$ cat src/rtl/ecc_pkg.sv
package ecc_pkg;
  localparam int HALF_ADDR_W = 8;
  localparam int LP_W        = 2 * HALF_ADDR_W;
  localparam int BIT_SEL_W   = 3;
  localparam int CP_W        = 2 * BIT_SEL_W;
  localparam int RES_W       = 16;
  localparam int RES_WORDS   = 3;

  localparam logic [7:0] CMD_CLEAR = 8'hF4;
  localparam logic [7:0] CMD_ACC   = 8'hB4;
  localparam logic [7:0] CMD_READ  = 8'hD4;

  typedef enum logic [1:0] {
    ENG_IDLE  = 2'd0,
    ENG_CLEAR = 2'd1,
    ENG_ACC   = 2'd2,
    ENG_READ  = 2'd3
  } eng_state_t;

  // line-parity contribution of one byte with parity p at index a
  function automatic logic [LP_W-1:0] lp_term(input logic [HALF_ADDR_W-1:0] a,
                                              input logic p);
    logic [LP_W-1:0] r;
    for (int k = 0; k < HALF_ADDR_W; k++) begin
      r[2*k+1] = p & a[k];
      r[2*k]   = p & ~a[k];
    end
    return r;
  endfunction

  // column-parity contribution of one byte
  function automatic logic [CP_W-1:0] cp_term(input logic [7:0] d);
    logic [CP_W-1:0] r;
    r = '0;
    for (int k = 0; k < BIT_SEL_W; k++) begin
      for (int b = 0; b < 8; b++) begin
        if (((b >> k) & 1) == 1) r[2*k+1] = r[2*k+1] ^ d[b];
        else                     r[2*k]   = r[2*k]   ^ d[b];
      end
    end
    return r;
  endfunction
endpackage

$ cat src/rtl/ecc_cmd_decode.sv
module ecc_cmd_decode
  import ecc_pkg::*;
(
  input  logic       clk,
  input  logic       rst,
  input  logic       mode_we,
  input  logic [7:0] mode_val,
  output eng_state_t eng_state,
  output logic       clear_cmd,
  output logic       read_cmd
);
  assign clear_cmd = mode_we && (mode_val == CMD_CLEAR);
  assign read_cmd  = mode_we && (mode_val == CMD_READ);

  always_ff @(posedge clk) begin
    if (rst) begin
      eng_state <= ENG_IDLE;
    end else if (mode_we) begin
      case (mode_val)
        CMD_CLEAR: eng_state <= ENG_CLEAR;
        CMD_ACC:   eng_state <= ENG_ACC;
        CMD_READ:  eng_state <= ENG_READ;
        default:   eng_state <= ENG_IDLE;
      endcase
    end
  end
endmodule

$ cat src/rtl/ecc_parity_accum.sv
module ecc_parity_accum
  import ecc_pkg::*;
#(
  parameter int BUS_W      = 16,
  parameter int PAGE_BYTES = 512,
  parameter int HALF_BYTES = 256,
  localparam int BUS_BYTES = BUS_W / 8,
  localparam int HALVES    = PAGE_BYTES / HALF_BYTES,
  localparam int HSEL_W    = (HALVES > 1) ? $clog2(HALVES) : 1,
  localparam int CNT_W     = $clog2(PAGE_BYTES) + 1
)(
  input  logic                            clk,
  input  logic                            rst,
  input  logic                            clear,
  input  logic                            acc_en,
  input  logic                            xfer_vld,
  input  logic [BUS_W-1:0]                xfer_data,
  output logic [HALVES-1:0][LP_W-1:0]     lp_acc,
  output logic [HALVES-1:0][CP_W-1:0]     cp_acc,
  output logic [CNT_W-1:0]                byte_cnt
);
  logic [BUS_BYTES-1:0][LP_W-1:0] lp_c;
  logic [BUS_BYTES-1:0][CP_W-1:0] cp_c;
  logic [BUS_BYTES-1:0][HSEL_W-1:0] half_c;
  logic [HALVES-1:0][LP_W-1:0] lp_nxt;
  logic [HALVES-1:0][CP_W-1:0] cp_nxt;
  logic take;

  for (genvar k = 0; k < BUS_BYTES; k++) begin : g_lane
    logic [7:0]       lane_byte;
    logic [CNT_W-1:0] lane_idx;
    assign lane_byte = xfer_data[8*k +: 8];
    assign lane_idx  = byte_cnt + CNT_W'(k);
    assign lp_c[k]   = lp_term(lane_idx[HALF_ADDR_W-1:0], ^lane_byte);
    assign cp_c[k]   = cp_term(lane_byte);
    assign half_c[k] = lane_idx[HALF_ADDR_W +: HSEL_W];
  end

  always_comb begin
    lp_nxt = lp_acc;
    cp_nxt = cp_acc;
    for (int k = 0; k < BUS_BYTES; k++) begin
      for (int h = 0; h < HALVES; h++) begin
        if (int'(half_c[k]) == h) begin
          lp_nxt[h] = lp_nxt[h] ^ lp_c[k];
          cp_nxt[h] = cp_nxt[h] ^ cp_c[k];
        end
      end
    end
  end

  assign take = acc_en && xfer_vld && (byte_cnt < CNT_W'(PAGE_BYTES));

  always_ff @(posedge clk) begin
    if (rst || clear) begin
      lp_acc   <= '0;
      cp_acc   <= '0;
      byte_cnt <= '0;
    end else if (take) begin
      lp_acc   <= lp_nxt;
      cp_acc   <= cp_nxt;
      byte_cnt <= byte_cnt + CNT_W'(BUS_BYTES);
    end
  end
endmodule

$ cat src/rtl/ecc_result_serial.sv
module ecc_result_serial
  import ecc_pkg::*;
#(
  parameter int HALVES = 2
)(
  input  logic                        clk,
  input  logic                        rst,
  input  logic                        restart,
  input  logic                        rd_en,
  input  logic [HALVES-1:0][LP_W-1:0] lp_acc,
  input  logic [HALVES-1:0][CP_W-1:0] cp_acc,
  output logic [1:0]                  rd_ptr,
  output logic                        rd_vld,
  output logic [RES_W-1:0]            rd_data
);
  logic [7:0] cp0_byte, cp1_byte;
  logic [LP_W-1:0] lp0_inv, lp1_inv;
  logic [RES_W-1:0] word_sel;

  assign lp0_inv  = ~lp_acc[0];
  assign lp1_inv  = ~lp_acc[1];
  assign cp0_byte = {~cp_acc[0], 2'b11};
  assign cp1_byte = {~cp_acc[1], 2'b11};

  always_comb begin
    case (rd_ptr)
      2'd0:    word_sel = {lp0_inv[15:8], lp0_inv[7:0]};
      2'd1:    word_sel = {lp1_inv[7:0], cp0_byte};
      default: word_sel = {cp1_byte, lp1_inv[15:8]};
    endcase
  end

  always_ff @(posedge clk) begin
    if (rst) begin
      rd_ptr  <= '0;
      rd_vld  <= 1'b0;
      rd_data <= '0;
    end else begin
      rd_vld <= rd_en;
      if (restart) begin
        rd_ptr <= '0;
      end else if (rd_en) begin
        rd_data <= word_sel;
        rd_ptr  <= (rd_ptr == 2'(RES_WORDS - 1)) ? 2'd0 : rd_ptr + 2'd1;
      end
    end
  end
endmodule

$ cat src/rtl/ecc_page_gen.sv
module ecc_page_gen
  import ecc_pkg::*;
#(
  parameter int BUS_W      = 16,
  parameter int PAGE_BYTES = 512,
  parameter int HALF_BYTES = 256,
  localparam int BUS_BYTES = BUS_W / 8,
  localparam int HALVES    = PAGE_BYTES / HALF_BYTES,
  localparam int CNT_W     = $clog2(PAGE_BYTES) + 1
)(
  input  logic             clk,
  input  logic             rst,
  input  logic             mode_we,
  input  logic [7:0]       mode_val,
  input  logic             xfer_vld,
  input  logic [BUS_W-1:0] xfer_data,
  input  logic             rd_req,
  output logic             rd_vld,
  output logic [15:0]      rd_data
);
  eng_state_t eng_state;
  logic clear_cmd, read_cmd;
  logic [HALVES-1:0][LP_W-1:0] lp_acc;
  logic [HALVES-1:0][CP_W-1:0] cp_acc;
  logic [CNT_W-1:0] byte_cnt;
  logic [1:0] rd_ptr;

  ecc_cmd_decode u_dec (
    .clk(clk), .rst(rst), .mode_we(mode_we), .mode_val(mode_val),
    .eng_state(eng_state), .clear_cmd(clear_cmd), .read_cmd(read_cmd)
  );

  ecc_parity_accum #(.BUS_W(BUS_W), .PAGE_BYTES(PAGE_BYTES), .HALF_BYTES(HALF_BYTES)) u_acc (
    .clk(clk), .rst(rst), .clear(clear_cmd),
    .acc_en(eng_state == ENG_ACC && !mode_we),
    .xfer_vld(xfer_vld), .xfer_data(xfer_data),
    .lp_acc(lp_acc), .cp_acc(cp_acc), .byte_cnt(byte_cnt)
  );

  ecc_result_serial #(.HALVES(HALVES)) u_ser (
    .clk(clk), .rst(rst), .restart(read_cmd),
    .rd_en(eng_state == ENG_READ && rd_req && !mode_we),
    .lp_acc(lp_acc), .cp_acc(cp_acc),
    .rd_ptr(rd_ptr), .rd_vld(rd_vld), .rd_data(rd_data)
  );
endmodule

$ cat config.mk
export PLATFORM = sky130hd
export DESIGN_NAME = ecc_page_gen
export DESIGN_NICKNAME = d
export VERILOG_FILES = /design/src/rtl/ecc_pkg.sv /design/src/rtl/ecc_cmd_decode.sv /design/src/rtl/ecc_parity_accum.sv /design/src/rtl/ecc_result_serial.sv /design/src/rtl/ecc_page_gen.sv
export SDC_FILE = /design/constraint.sdc
export NUM_CORES = 1
export LEC_CHECK = 0
export BUFFER_PORTS_ARGS = -buffer_cell sky130_fd_sc_hd__buf_2
export CAP_MARGIN = 20
export CORE_ASPECT_RATIO = 0.75
export CORE_MARGIN = 2
export CORE_UTILIZATION = 40
export DETAILED_ROUTE_END_ITERATION = 8
export PLACE_DENSITY = 0.58
export SLEW_MARGIN = 20
export SYNTH_ARGS = -nofsm -noshare
export SYNTH_HDL_FRONTEND = slang
export SYNTH_SLANG_ARGS = --single-unit
$ cat constraint.sdc
create_clock -name clk -period 4.9 [get_ports clk]
set_clock_uncertainty 0.15 [all_clocks]
set_input_delay 0.245 -clock clk [delete_from_list [all_inputs] [get_ports clk]]
set_output_delay 0.245 -clock clk [all_outputs]
set_load 0.02 [all_outputs]
* After elaboration in Yosys (flattened, before gate mapping) *
Cells that the tools add are included.

operators by class
  add/subtract/negate cells = 3
  magnitude comparators = 1
  equality and inequality tests = 7
  muxes and demuxes = 11
  bitwise gates (word level) = 95
  reductions and logical operators = 14

operators with widths
  kind                   number
  $mux 16                4
  $xor 16x16->16         4
  $xor 1x1->1            34
  $and 1x1->1            32
  $not 16->16            2
  $pmux 16 s2            1
  $eq 8x8->1 const B     3
  $mux 6                 4
  $xor 6x6->6            4
  $not 1->1              17
  $reduce_xor 8->1       2
  $not 6->6              2
  $add 10x2->10 const B  1
  $lt 10x10->1 const B   1
  $add 9x1->9 const B    1
  $logic_and 1x1->1      7
  $eq 2x2->1 const B     3
  $pmux 2 s3             1
  $add 2x1->2 const B    1
  $eq 2x1->1 const B     1
  $logic_not 2->1        1
  $mux 2                 1
  $reduce_and 2->1       1
  $reduce_or 2->1        1
  other kinds (2)        2

word-level totals
  flip-flop bits (word level) = 75
  input bits = 29
  output and inout bits = 17
  word-level logic and storage cells = 140

* Depth between registers and ports, before layout *
Gate-level depths: netlist of the first run.

  depth after elaboration = 7
  gate-level depth with buffers = 8
  depth with buffers taken out = 6

* Cells and area by module *
Synthesis of the first run repeated with hierarchy kept, for this count alone.

unflattened totals
  cells, all modules = 429
  area total of the unflattened synthesis = 3778.6 µm²

modules (own cells, without submodules)
  module             instances  cells each  area an instance (µm²)  seq. area each (µm²)
  ecc_parity_accum   1          298         2556.2                  1061.0
  ecc_result_serial  1          115         1076.0                  380.4
  ecc_cmd_decode     1          14          128.9                   40.0
  ecc_page_gen       1          2           17.5                    0.0

* Worst setup path before layout of the first run *
OpenSTA, ideal clock, no wires.

  path type = input to register
  from = in xfer_data[3]
  to = reg u_acc.lp_acc[18] in the netlist's numbering
  setup time = 71 ps
  data arrival time = 1866 ps
  data required time = 4679 ps
  slack = 2814 ps
  stages = 7
  path buffers = 1
  cells stage by stage = xnor2_1 xnor2_1 xnor2_1 xnor2_1 clkbuf_1 or4_1 a21oi_1

on the way
  word-level cells in the longest chain between the ends = 6

RTL lines
  item                    line                    source
  start: declaration      ecc_page_gen.sv:16      input logic [BUS_W-1:0] xfer_data,
  $reduce_xor 8->1 *      ecc_parity_accum.sv:34  assign lp_c[k] = lp_term(lane_idx[HALF_ADDR_W-1:0], ^lane_byte);
  $and 1x1->1 *           ecc_pkg.sv:26           r[2*k] = p & ~a[k];
  $xor 16x16->16 *        ecc_parity_accum.sv:45  lp_nxt[h] = lp_nxt[h] ^ lp_c[k];
  $mux 16 *               ecc_parity_accum.sv:44  if (int'(half_c[k]) == h) begin
  $xor 16x16->16          ecc_parity_accum.sv:45
  $mux 16 *               ecc_parity_accum.sv:44
  end signal: assignment  ecc_parity_accum.sv:60  lp_acc <= lp_nxt;
  end: declaration        ecc_parity_accum.sv:18  output logic [HALVES-1:0][LP_W-1:0] lp_acc,

Mark *: on every way between the ends. The rest lies on a longest branch, timed or not.
A chain may end at the register's enable or synchronous reset.

* Final worst setup path of the first run *
  from = reg u_dec.eng_state[1]
  to = reg u_acc.lp_acc[30] in the netlist's numbering

on the way
  word-level cells in the longest chain between the ends = 4

RTL lines
  item                            line                    source
  start: declaration              ecc_cmd_decode.sv:8     output eng_state_t eng_state,
  start signal: assignment        ecc_cmd_decode.sv:17    eng_state <= ENG_IDLE;
  start signal: assignment        ecc_cmd_decode.sv:20    CMD_CLEAR: eng_state <= ENG_CLEAR;
  start signal: assignment        ecc_cmd_decode.sv:21    CMD_ACC: eng_state <= ENG_ACC;
  $eq 2x2->1                      ecc_page_gen.sv:35      .acc_en(eng_state == ENG_ACC && !mode_we),
  $logic_and 1x1->1               ecc_page_gen.sv:35
  $logic_and 1x1->1 (2 in a row)  ecc_parity_accum.sv:52  assign take = acc_en && xfer_vld && (byte_cnt < CNT_W'(PAGE_BYTES));

Every way passes these cells.

==> results of run 1 <==
-- power breakdown --
group	switching [W]	leakage, nW	internal (W)
sequential	0.000000137	0.596	0.000602
combinational	0.000165	0.580	0.0000628
clock	0.000253	0.148	0.000444
-- layer usage --
| layer | track usage [%] | share of wire [%] | vias up |
|---|---|---|---|
| li1 | - | - | 1535 |
| met1 | 28.9 | 50 | 1395 |
| met2 | 26.2 | 43 | 67 |
| met3 | 5.86 | 6.2 | 8 |
| met4 | 4.66 | 1.0 | 0 |
| met5 | 0 | 0 | - |
-- area by class of cell --
class                           count  share of cell area (%)
Clock buffer                        9                    5.51
Clock inverter                      6                    2.27
Multi-Input combinational cell    309                    46.7
Sequential cell                    74                    36.3
Tap cell                          108                    3.31
Timing Repair Buffer               47                    5.88
-- state kept, by name (all words and copies together) (netlist names) --
| register | count |
|---|---|
| u_acc.byte_cnt | 9 |
| u_ser.rd_vld | 1 |
| u_acc.lp_acc | 32 |
| u_ser.rd_ptr | 2 |
| u_acc.cp_acc | 12 |
| u_ser.rd_data | 16 |
| u_dec.eng_state | 2 |
-- how the worst min path moves through the flow --
stage / to / slack, ns / cells after the start / from
2_1_floorplan: u_dec.eng_state[1] / 0.25 / 2 / mode_we
3_3_place_gp: u_ser.rd_data[5] / 0.29 / 2 / u_ser.rd_data[5]
3_5_place_dp: u_ser.rd_data[15] / 0.29 / 2 / u_ser.rd_data[15]
4_1_cts: u_dec.eng_state[1] / 0.07 / 3 / mode_we
5_1_grt: u_dec.eng_state[0] / 0.1 / 3 / mode_we
6_report: u_dec.eng_state[1] / 0.07 / 3 / mode_we
-- placed cells by master, fill, tap and decap left out, types with 12 or more instances in the layout --
master and count:
sky130_fd_sc_hd__o31ai_1 14, sky130_fd_sc_hd__or3_1 25, sky130_fd_sc_hd__nand2_1 43, sky130_fd_sc_hd__dfxtp_1 73
sky130_fd_sc_hd__xnor2_1 33, sky130_fd_sc_hd__buf_2 45, sky130_fd_sc_hd__a21oi_1 61, sky130_fd_sc_hd__o211ai_1 12
sky130_fd_sc_hd__mux2i_1 15, sky130_fd_sc_hd__or4_1 14, sky130_fd_sc_hd__nor2_1 19, sky130_fd_sc_hd__o21ai_0 30
-- worst max-delay path: stages (launching register included) --
cell and delay [ns]:
sky130_fd_sc_hd__dfxtp_1 0.30, sky130_fd_sc_hd__nor2b_1 0.23, sky130_fd_sc_hd__and3_1 0.45, sky130_fd_sc_hd__nand2_1 0.61, sky130_fd_sc_hd__or4_1 0.62, sky130_fd_sc_hd__a21oi_1 0.15
-- through the flow --
step                hold slack, ns  std cells
global placement             0.291        538
floorplan                    0.252        421
CTS                         0.0654        553
detailed placement           0.294        538
finish                      0.0701        553
global route                0.0968        553
-- cell families (layout without fill, tap and decap cells) --
family          after synthesis  count (layout)  share of synthesized area [%]
simple gates                128             128                           19.0
compound gates              123             123                           19.9
flops                        74              74                           42.0
xor+xnor                     42              42                           10.4
buf+inv                      38              62                           4.08
mux                          15              15                           4.26
fa+ha+maj                     1               1                          0.355
==> Flow_metrics.wiki, run 1 <==
{| class="wikitable"
! Metric !! Value
|-
| Status || completed
|-
| NumNets Final || 471
|-
| Yosys reg bits || 74
|-
| Setup repair after global routing missed its margin || false
|-
| 1st-pass router iterations || 5
|-
| Count of flip-flops with a built-in enable after synthesis || 0
|-
| Master cell of the clock root buffer || sky130_fd_sc_hd__clkbuf_16
|-
| Initial cell density of the core || 41.3%
|-
| Final worst path period share || 52.9%
|-
| Capture instance of the worst register-to-register path || u_acc.lp_acc[30]
|-
| Io pins || 46
|-
| Share of synthesized flip-flops with an asynchronous set or reset || 0%
|-
| Critical Path AT || ~2.7 ns
|-
| Max-slew headroom || around 32%
|-
| Req. time, crit path || 5.01 ns
|-
| Cell area after placement || 3760 sq um
|-
| Minimum setup slack in the final design || 2.31 ns
|-
| Post-synthesis cell type count || 30
|-
| Synth cell count leaders || sky130_fd_sc_hd__dfxtp_1 (74), sky130_fd_sc_hd__a21oi_1 (61), sky130_fd_sc_hd__nand2_1 (43), sky130_fd_sc_hd__clkbuf_1 (35), sky130_fd_sc_hd__xnor2_1 (34)
|-
| Fraction of final layout cells sized beyond drive strength 1 || 14.4%
|-
| Achievable frequency || 386 MHz
|-
| Critical R2R Launch || u_dec.eng_state[1]
|-
| Clock transition at the registers of the reported paths || approximately 0.06 ns
|-
| Maximum fanout count along the critical path || 30
|-
| Area share of the largest cell type after synthesis || 42.0%
|-
| Total Negative Setup Slacks || 0 ns
|-
| Clock tree from TritonCTS || built
|-
| Antenna-violating nets left || 0
|-
| Startpoint type of the worst setup path || flop
|-
| Tot Pwr || 0.00153 W
|-
| Total clock buffers created by CTS || 9
|-
| Synth area leader || sky130_fd_sc_hd__dfxtp_1
|-
| Endpoint kind of the worst setup timing path || flop
|-
| # clock sinks || between 70 and 80
|-
| Post-synthesis instance area || 3530 sq um
|-
| Timing endpoint of the critical path || u_acc.lp_acc[30]
|-
| Total of fill cells in the finished design || just over 800
|-
| Area occupied by multi-input gates || 1910 sq um
|-
| Violation count after the first detailed-route iteration || 291
|-
| Layout Area Growth over Synthesis || 15.8%
|-
| Quantity of I/O buffers inserted on ports || 45
|-
| Area taken by flip-flops and latches || 1480 sq um
|-
| Height of the die || 85.3 microns
|-
| Via count of the first global-routing pass || 2747
|-
| Post-CTS Resized || 0
|-
| R2R Setup Slk || 2.31 ns
|-
| Routed Wire Length || 8540 microns
|-
| First-pass GRT wire length || 14400 microns
|-
| Post-Synthesis Net Count || 451
|-
| Path type of the worst setup path || reg2reg
|-
| Time the final worst path needs with I/O delays and setup || 2.59 ns
|-
| Floorplan core area || 8530 sq um
|-
| Average size of a mapped cell || around 8.4 sq um
|-
| Overall overflow remaining after global route || 0
|-
| Clk_lat worst skew || 0.34 ns
|-
| Number of max-slew violations in the final report || 0
|-
| Number of antenna violations at the first check in global routing || 0
|-
| WL per Instance || 15.4 microns
|-
| Power per unit of standard cell area || 374 nW/um^2
|-
| Count of max-cap constraint violations || 0
|-
| Number of buffers between clock root and the deepest sink || 2
|-
| HPWL after detailed placement || between 5000 and 6000 microns
|-
| Final setup fails || 0
|-
| Top_reg_cell synth || sky130_fd_sc_hd__dfxtp_1
|-
| Global Route Usage Sum || 19.1%
|-
| Die span in x || 112 microns
|-
| Post-layout utilization of the core || 47.9%
|-
| Routability congestion estimate from global placement || 0.734
|-
| Slew at the pin closest to its max-slew limit || 1.01 ns
|-
| Via/cell ratio || 5.43
|-
| Logic depth of the worst register-to-register path || 5
|-
| Number of endpoints with negative hold slack in the final report || 0
|-
| Area enclosed by the die boundary || 9590 sq um
|-
| Count of vias placed by the detailed router || around 3k
|-
| ANT cells || 0
|-
| Number of buffers inserted by post-CTS setup repair || 0
|-
| Cell count after synthesis || 421
|-
| Share of synthesized area occupied by flip-flops and latches || 42.0%
|-
| Maximum vdd ir drop || 0.425 mV
|-
| Number of H-tree levels || 3
|-
| Cell types occupying the most area after synthesis || sky130_fd_sc_hd__dfxtp_1 (42%), sky130_fd_sc_hd__a21oi_1 (8.7%), sky130_fd_sc_hd__xnor2_1 (8.4%)
|-
| Post-route standard cell area excluding fillers || between 4000 and 5000 sq um
|-
| CP startpoint || u_dec.eng_state[1]
|-
| Largest net degree at the start of global routing || 54
|-
| Remaining DRCs || 0
|-
| Cell with the most instances after synthesis || sky130_fd_sc_hd__dfxtp_1
|-
| Hold-fix buffer count after cts || 0
|-
| Leakage || approximately 1.3 nW
|-
| Warnings from Yosys || 0
|-
| Path class of the lowest-slack min-delay path || in2reg
|-
| Num rows || 29
|-
| Pre-CTS setup slack || between 2 and 2.5 ns
|}
Note: power is estimated with default switching activity, not from simulation.
==> inputs of run 2 (changes only) <==
==> constraint.sdc (replaced) <==
create_clock -name clk -period 2.7 [get_ports clk]
set_clock_uncertainty 0.15 [all_clocks]
set_input_delay 0.135 -clock clk [delete_from_list [all_inputs] [get_ports clk]]
set_output_delay 0.135 -clock clk [all_outputs]
set_load 0.02 [all_outputs]
==> run 2 against run 1 <==
  * First-iteration DRC count decreased by 12%
  * Critical path depth increased by 3
  * Setup slack got worse by 2.0 ns
  * Sequential share of layout area decreased by 1.2 points
  * Worst hold slack got worse by 0.033 ns
  * Sequential power increased by 81%
  * Total power increased by 94%
==> Flow_metrics.wiki, run 2 (synthesis gave the netlist of run 1 again) <==
{| class="wikitable"
! Metric !! Value
|-
| # clock sinks || 74 (unchanged)
|-
| Leading cell type in the layout, fill and taps excluded || sky130_fd_sc_hd__dfxtp_1
|-
| Post-layout utilization of the core || 49.4% (+1.5 points)
|-
| Achievable frequency || 416 MHz
|-
| Count of max-cap constraint violations || 0 (unchanged)
|-
| Fraction of final layout cells sized beyond drive strength 1 || 15.1% (+0.75 points)
|-
| Flip-flop count of the largest register, all copies and words added || 32 (unchanged)
|-
| Via/cell ratio || 5.53 (+1.8%)
|-
| Number of endpoints with negative hold slack in the final report || 0 (unchanged)
|-
| Setup repair after global routing missed its margin || false
|-
| Via count of the first global-routing pass || 2779 (+1.2%)
|-
| Req. time, crit path || 2.81 ns (-2.20 ns)
|-
| Clock transition at the registers of the reported paths || 0.06 ns (about the same)
|-
| Number of buffers inserted by post-CTS setup repair || 0 (unchanged)
|-
| Die span in x || 112 microns (unchanged)
|-
| WL per Instance || 15.9 microns (+2.9%)
|-
| Hold-fix buffer count after cts || 4 (+4)
|-
| Overall overflow remaining after global route || 0 (unchanged)
|-
| Clk_lat worst skew || 0.34 ns (about the same)
|-
| Total clock buffers created by CTS || 9 (unchanged)
|-
| Final Hold Slack || 0.0370 ns (-0.0331 ns)
|-
| Leakage || 1.39 nW (+5.3%)
|-
| Clock tree from TritonCTS || built
|-
| Critical Path AT || 2.51 ns (-0.19 ns)
|-
| Area occupied by multi-input gates || 1910 sq um (unchanged)
|-
| 1st-pass router iterations || 4 (-1)
|-
| Total of fill cells in the finished design || 849 (+2.2%)
|-
| Tot Pwr || 0.00296 W (+94%)
|-
| Most frequent cells in the layout || sky130_fd_sc_hd__dfxtp_1 (74), sky130_fd_sc_hd__a21oi_1 (61), sky130_fd_sc_hd__buf_2 (45), sky130_fd_sc_hd__nand2_1 (43), sky130_fd_sc_hd__xnor2_1 (33)
|-
| Endpoint kind of the worst setup timing path || flop
|-
| Quantity of I/O buffers inserted on ports || 45 (unchanged)
|-
| Status || completed
|-
| Path class of the lowest-slack min-delay path || in2reg
|-
| Post-CTS Resized || 0 (unchanged)
|-
| Area taken by flip-flops and latches || 1480 sq um (about the same)
|-
| ANT cells || 0 (unchanged)
|-
| Remaining DRCs || 0 (unchanged)
|-
| Power per unit of standard cell area || 703 nW/um^2 (+88%)
|-
| Number of H-tree levels || 3 (unchanged)
|-
| Final setup fails || 0 (unchanged)
|-
| Layout Area Growth over Synthesis || 19.5%
|-
| Maximum vdd ir drop || 0.446 mV (+4.9%)
|-
| Total Negative Setup Slacks || 0 ns (unchanged)
|-
| Largest register by flop count || u_acc.lp_acc
|-
| Global Route Usage Sum || 19.3% (+0.22 points)
|-
| Io pins || 46 (unchanged)
|-
| Number of max-slew violations in the final report || 0 (unchanged)
|-
| Largest registers ranked by flip-flop count || u_acc.lp_acc x32, u_ser.rd_data x16, u_acc.cp_acc x12
|-
| Path type of the worst setup path || in2reg
|-
| Number of buffers between clock root and the deepest sink || 2 (unchanged)
|-
| Final worst path period share || 89.1%
|-
| Routability congestion estimate from global placement || 0.713 (-3.0%)
|-
| Initial cell density of the core || 41.3% (unchanged)
|-
| Largest net degree at the start of global routing || 54 (unchanged)
|-
| Antenna-violating nets left || 0 (unchanged)
|-
| Number of antenna violations at the first check in global routing || 0 (unchanged)
|-
| Violation count after the first detailed-route iteration || 255 (-12%)
|-
| Count of vias placed by the detailed router || 3120 (+3.8%)
|-
| Floorplan core area || 8530 sq um (unchanged)
|-
| Time the final worst path needs with I/O delays and setup || 2.40 ns
|-
| Maximum fanout count along the critical path || 11 (-63%)
|-
| NumNets Final || 482 (+2.3%)
|-
| Startpoint type of the worst setup path || input port
|-
| Height of the die || 85.3 microns (unchanged)
|-
| Max-slew headroom || 43.8% (+11 points)
|-
| Master cell of the clock root buffer || sky130_fd_sc_hd__clkbuf_16
|-
| Slew at the pin closest to its max-slew limit || 0.841 ns (-0.171 ns)
|-
| Num rows || 29 (unchanged)
|-
| Area enclosed by the die boundary || 9590 sq um (unchanged)
|-
| Routed Wire Length || 8960 microns (+5.0%)
|-
| HPWL after detailed placement || 6070 microns (+4.1%)
|-
| First-pass GRT wire length || 14400 microns (-0.34%)
|}
==> run 2: cell types whose count changed in the layout (fill, tap and decap cells not counted), sizes merged <==
cell / previous run / this run
clkbuf: 9 / 10
dlygate4sd3: 0 / 4
clkinvlp: 2 / 1
bufinv: 2 / 4
clkinv: 2 / 0
buf: 47 / 54
==> run 2: through the flow <==
stage / setup slack, ns / cell area, sq um / std cells
floorplan: 0.684 / 3530 / 421
global placement: 0.384 / 3820 / 545
detailed placement: 0.349 / 3820 / 545
CTS: 0.316 / 4210 / 564
global route: 0.107 / 4210 / 564
finish: 0.296 / 4210 / 564
==> run 2: routing by layer <==
layer,share of wire (%),vias up,global-route usage (%)
met3,6.0,7,5.57
met1,50,1447,27.5
met4,0.89,0,7.32
li1,-,1571,-
met2,43,95,27.7
met5,0,-,0
==> run 2: cell type report <==
cell class	count	share of cell area (%)
clock buffer	10	5.43
multi-input combinational	309	45.3
tap	108	3.21
sequential	74	35.2
timing repair buffer	58	7.90
clock inverter	5	3.03
==> run 2: worst paths after layout <==
kind | from | to | slack [ns] | depth (start not counted)
hold reg to reg | u_ser.rd_data[11] | u_ser.rd_data[11] | 0.30 | 2
setup reg to reg | u_dec.eng_state[1] | u_acc.lp_acc[29] | 0.47 | 6
setup / recovery | mode_we | u_acc.lp_acc[29] | 0.30 | 8
hold / removal | rst | u_ser.rd_vld | 0.04 | 2
==> run 2: worst max-delay path, stage by stage <==
cell and delay, ns:
sky130_fd_sc_hd__dlygate4sd3_1 0.53, sky130_fd_sc_hd__buf_2 0.15, sky130_fd_sc_hd__nor2b_1 0.24, sky130_fd_sc_hd__and3_1 0.48, sky130_fd_sc_hd__and2_1 0.39, sky130_fd_sc_hd__nand2_1 0.11, sky130_fd_sc_hd__or3_1 0.31, sky130_fd_sc_hd__a21oi_1 0.16
==> run 2: power breakdown <==
group	internal (W)	leakage, nW	switching, W
combinational	0.000117	0.629	0.000305
sequential	0.00109	0.596	0.000000260
clock	0.000991	0.169	0.000456
total	0.00220	1.39	0.000761
==> inputs of run 3 (changes only) <==
--- a/config.mk
+++ b/config.mk
@@ -12,6 +12,7 @@
 export CORE_UTILIZATION = 40
 export DETAILED_ROUTE_END_ITERATION = 8
 export PLACE_DENSITY = 0.58
+export RECOVER_POWER = 50
 export SLEW_MARGIN = 20
 export SYNTH_ARGS = -nofsm -noshare
 export SYNTH_HDL_FRONTEND = slang
==> constraint.sdc (replaced) <==
create_clock -name clk -period 2.6 [get_ports clk]
set_clock_uncertainty 0.15 [all_clocks]
set_input_delay 0.13 -clock clk [delete_from_list [all_inputs] [get_ports clk]]
set_output_delay 0.13 -clock clk [all_outputs]
set_load 0.02 [all_outputs]
==> run 3 against run 2 <==
  * Sequential power rose by 4%
  * Critical path depth rose by 1
  * Die area did not move
  * Critical path type unchanged
  * Largest power group unchanged
  * Total power fell by 0.26%
  * Critical endpoint is now u_acc.lp_acc[11]
  * Register-to-register slack improved by 0.13 ns
  * Sequential share of layout area rose by 0.32 points
  * Design area fell by 0.89%
  * Setup slack improved by 0.12 ns
==> Flow_metrics.wiki, run 3 (synthesis gave the netlist of run 1 again) <==
{| class="wikitable"
! Metric !! Value
|-
| ANT cells || 0 (unchanged)
|-
| Path type of the worst setup path || in2reg
|-
| Startpoint type of the worst setup path || input port
|-
| Status || completed
|-
| Layout Area Growth over Synthesis || 18.5%
|-
| Largest net degree at the start of global routing || 54 (unchanged)
|-
| Number of antenna violations at the first check in global routing || 0 (unchanged)
|-
| Count of max-cap constraint violations || 0 (unchanged)
|-
| Leading cell type in the layout, fill and taps excluded || sky130_fd_sc_hd__dfxtp_1
|-
| Power per unit of standard cell area || 707 nW/um^2 (+0.63%)
|-
| Number of cells on the critical path || 9 (+1)
|-
| Clk_lat worst skew || 0.33 ns (about the same)
|-
| Leakage || 1.31 nW (-5.7%)
|-
| Initial cell density of the core || 41.3% (unchanged)
|-
| Amount of wire on met2 after detailed routing || 3770 microns (-2.3%)
|-
| Maximum fanout count along the critical path || 10 (-1)
|-
| Routed Wire Length || 8870 microns (-1.0%)
|-
| Detailed-route wire length on metal 1 || 4310 microns (-3.7%)
|-
| Die span in x || 112 microns (unchanged)
|-
| Number of max-slew violations in the final report || 0 (unchanged)
|-
| Fraction of final layout cells sized beyond drive strength 1 || 11.8% (-3.4 points)
|-
| Post-layout utilization of the core || 49.0% (-0.44 points)
|-
| # clock sinks || 74 (unchanged)
|-
| R2R Setup Slk || 0.60 ns (+0.13 ns)
|-
| Number of endpoints with negative hold slack in the final report || 0 (unchanged)
|-
| Total clock buffers created by CTS || 9 (unchanged)
|-
| Capture instance of the worst register-to-register path || u_acc.lp_acc[11]
|-
| Clock transition at the registers of the reported paths || 0.06 ns (about the same)
|-
| Slew at the pin closest to its max-slew limit || 0.927 ns (+0.0854 ns)
|-
| Area enclosed by the die boundary || 9590 sq um (unchanged)
|-
| NumNets Final || 484 (+0.41%)
|-
| Height of the die || 85.3 microns (unchanged)
|-
| Maximum vdd ir drop || 0.489 mV (+9.6%)
|-
| Most frequent cells in the layout || sky130_fd_sc_hd__dfxtp_1 (74), sky130_fd_sc_hd__a21oi_1 (61), sky130_fd_sc_hd__nand2_1 (43), sky130_fd_sc_hd__xnor2_1 (33), sky130_fd_sc_hd__o21ai_0 (30)
|-
| Global Route Usage Sum || 19.1% (-0.24 points)
|-
| Critical path's top delay family || simple AND/OR/NAND/NOR gates
|-
| Antenna-violating nets left || 0 (unchanged)
|-
| Setup repair after global routing missed its margin || false
|-
| Cell occurring most often along the worst timing path || sky130_fd_sc_hd__nor2b_1
|-
| Time the final worst path needs with I/O delays and setup || 2.19 ns
|-
| Path class of the lowest-slack min-delay path || in2reg
|-
| First-pass GRT wire length || 14500 microns (+0.77%)
|-
| Max-slew headroom || 38.2% (-5.6 points)
|-
| Routability congestion estimate from global placement || 0.728 (+2.1%)
|-
| Logic depth of the worst register-to-register path || 7 (+1)
|-
| Largest stage delay, worst path || 0.53 ns (about the same)
|-
| Req. time, crit path || 2.64 ns (-0.17 ns)
|-
| Endpoint kind of the worst setup timing path || flop
|-
| Remaining DRCs || 0 (unchanged)
|-
| Pre-CTS setup slack || 0.240 ns (-0.109 ns)
|-
| Critical Path AT || 2.23 ns (-0.28 ns)
|-
| Final setup fails || 0 (unchanged)
|-
| Number of buffers between clock root and the deepest sink || 2 (unchanged)
|-
| WL per Instance || 15.6 microns (-1.5%)
|-
| Combined buffer and inverter count along the critical path || 3 (+1)
|-
| Flip-flop count of the largest register, all copies and words added || 32 (unchanged)
|-
| Via/cell ratio || 5.45 (-1.4%)
|-
| Number of H-tree levels || 3 (unchanged)
|-
| Achievable frequency || 457 MHz
|-
| Largest registers ranked by flip-flop count || u_acc.lp_acc x32, u_ser.rd_data x16, u_acc.cp_acc x12
|-
| Hold path depth || 4 (+2)
|-
| Num rows || 29 (unchanged)
|-
| Minimum setup slack in the final design || 0.413 ns (+0.117 ns)
|-
| Floorplan core area || 8530 sq um (unchanged)
|-
| Cell with the largest stage delay on the worst path || sky130_fd_sc_hd__dlygate4sd3_1
|-
| Quantity of I/O buffers inserted on ports || 45 (unchanged)
|-
| HPWL after detailed placement || 6170 microns (+1.7%)
|-
| Master cell of the clock root buffer || sky130_fd_sc_hd__clkbuf_16
|-
| Series of cell instances along the critical path || dlygate4sd3_1, clkbuf_1, nor2b_1, and3_1, nor2b_1, buf_4, nand2_1, o21ai_0, a21oi_1
|-
| Violation count after the first detailed-route iteration || 221 (-13%)
|-
| Highest routed layer || met4
|-
| Overall overflow remaining after global route || 0 (unchanged)
|-
| Final worst path period share || 84.1%
|-
| Final Hold Slack || 0.0119 ns (-0.0251 ns)
|-
| Largest register by flop count || u_acc.lp_acc
|-
| Critical R2R Launch || u_dec.eng_state[1]
|-
| Via count of the first global-routing pass || 2918 (+5.0%)
|-
| 1st-pass router iterations || 4 (unchanged)
|-
| Count of vias placed by the detailed router || 3092 (-0.90%)
|-
| Timing endpoint of the critical path || u_acc.lp_acc[11]
|-
| Total Negative Setup Slacks || 0 ns (unchanged)
|-
| Clock tree from TritonCTS || built
|-
| Io pins || 46 (unchanged)
|-
| WL met3 || 676 microns (+25%)
|-
| CP startpoint || mode_we
|}
[run 3: cell types whose count changed in the layout (fill, tap and decap cells not counted), sizes merged]
cell | previous run | this run
buf | 54 | 37
dlygate4sd3 | 4 | 3
bufinv | 4 | 2
clkinv | 0 | 2
inv | 0 | 2
clkbuf | 10 | 29
[run 3: where the power goes]
group          total (W)  switching (W)  internal [W]
logic           0.000485       0.000330      0.000155
registers        0.00113    0.000000251       0.00113
clock network    0.00133       0.000488      0.000846
[run 3: layout make-up]
type | count | area, sq um
Multi-Input combinational cell | 309 | 1910
Timing Repair Buffer | 60 | 328
Clock inverter | 7 | 98.8
Tap cell | 108 | 135
Sequential cell | 74 | 1480
Clock buffer | 9 | 225
Fill cell | 869 | 4350
[run 3: metal layers]
layer	up-vias	track usage, %
li1	1572	-
met1	1431	26.8
met2	77	28.5
met3	12	5.64
met4	0	5.54
met5	-	0
[run 3: how the worst min path moves through the flow]
stage | startpoint | slack [ns] | endpoint
after detailed placement | u_ser.rd_data[13] | 0.29 | u_ser.rd_data[13]
after global placement | u_ser.rd_data[13] | 0.29 | u_ser.rd_data[13]
after CTS | mode_val[0] | 0.007 | u_dec.eng_state[0]
after global routing | rst | 0.03 | u_ser.rd_vld
after floorplan | mode_we | 0.14 | u_dec.eng_state[1]
final | mode_val[0] | 0.01 | u_dec.eng_state[0]
[run 3: worst reg2reg max path: cells and delay by family, from the launching register on]
family / cells / cell delay (ns)
AO/OA/AOI/OAI: 2 / 0.27
buffers and inverters: 1 / 0.23
flip-flops: 1 / 0.30
AND/OR/NAND/NOR: 4 / 0.91
[run 3: repair_timing]
| action | in CTS | in global routing |
|---|---|---|
| hold endpoints to repair | 4 | 0 |
| gates resized for setup | 0 | 0 |
| hold buffers | 3 | 0 |
| setup buffers | 0 | 0 |
[run 3: stage by stage]
stage	std cells	cell area (sq um)	total power, W
after CTS	567	4210	0.00298
after global routing	567	4180	0.00307
after detailed placement	548	3850	0.00163
final	567	4180	0.00295
after global placement	548	3850	0.00162
after floorplan	421	3530	0.00147
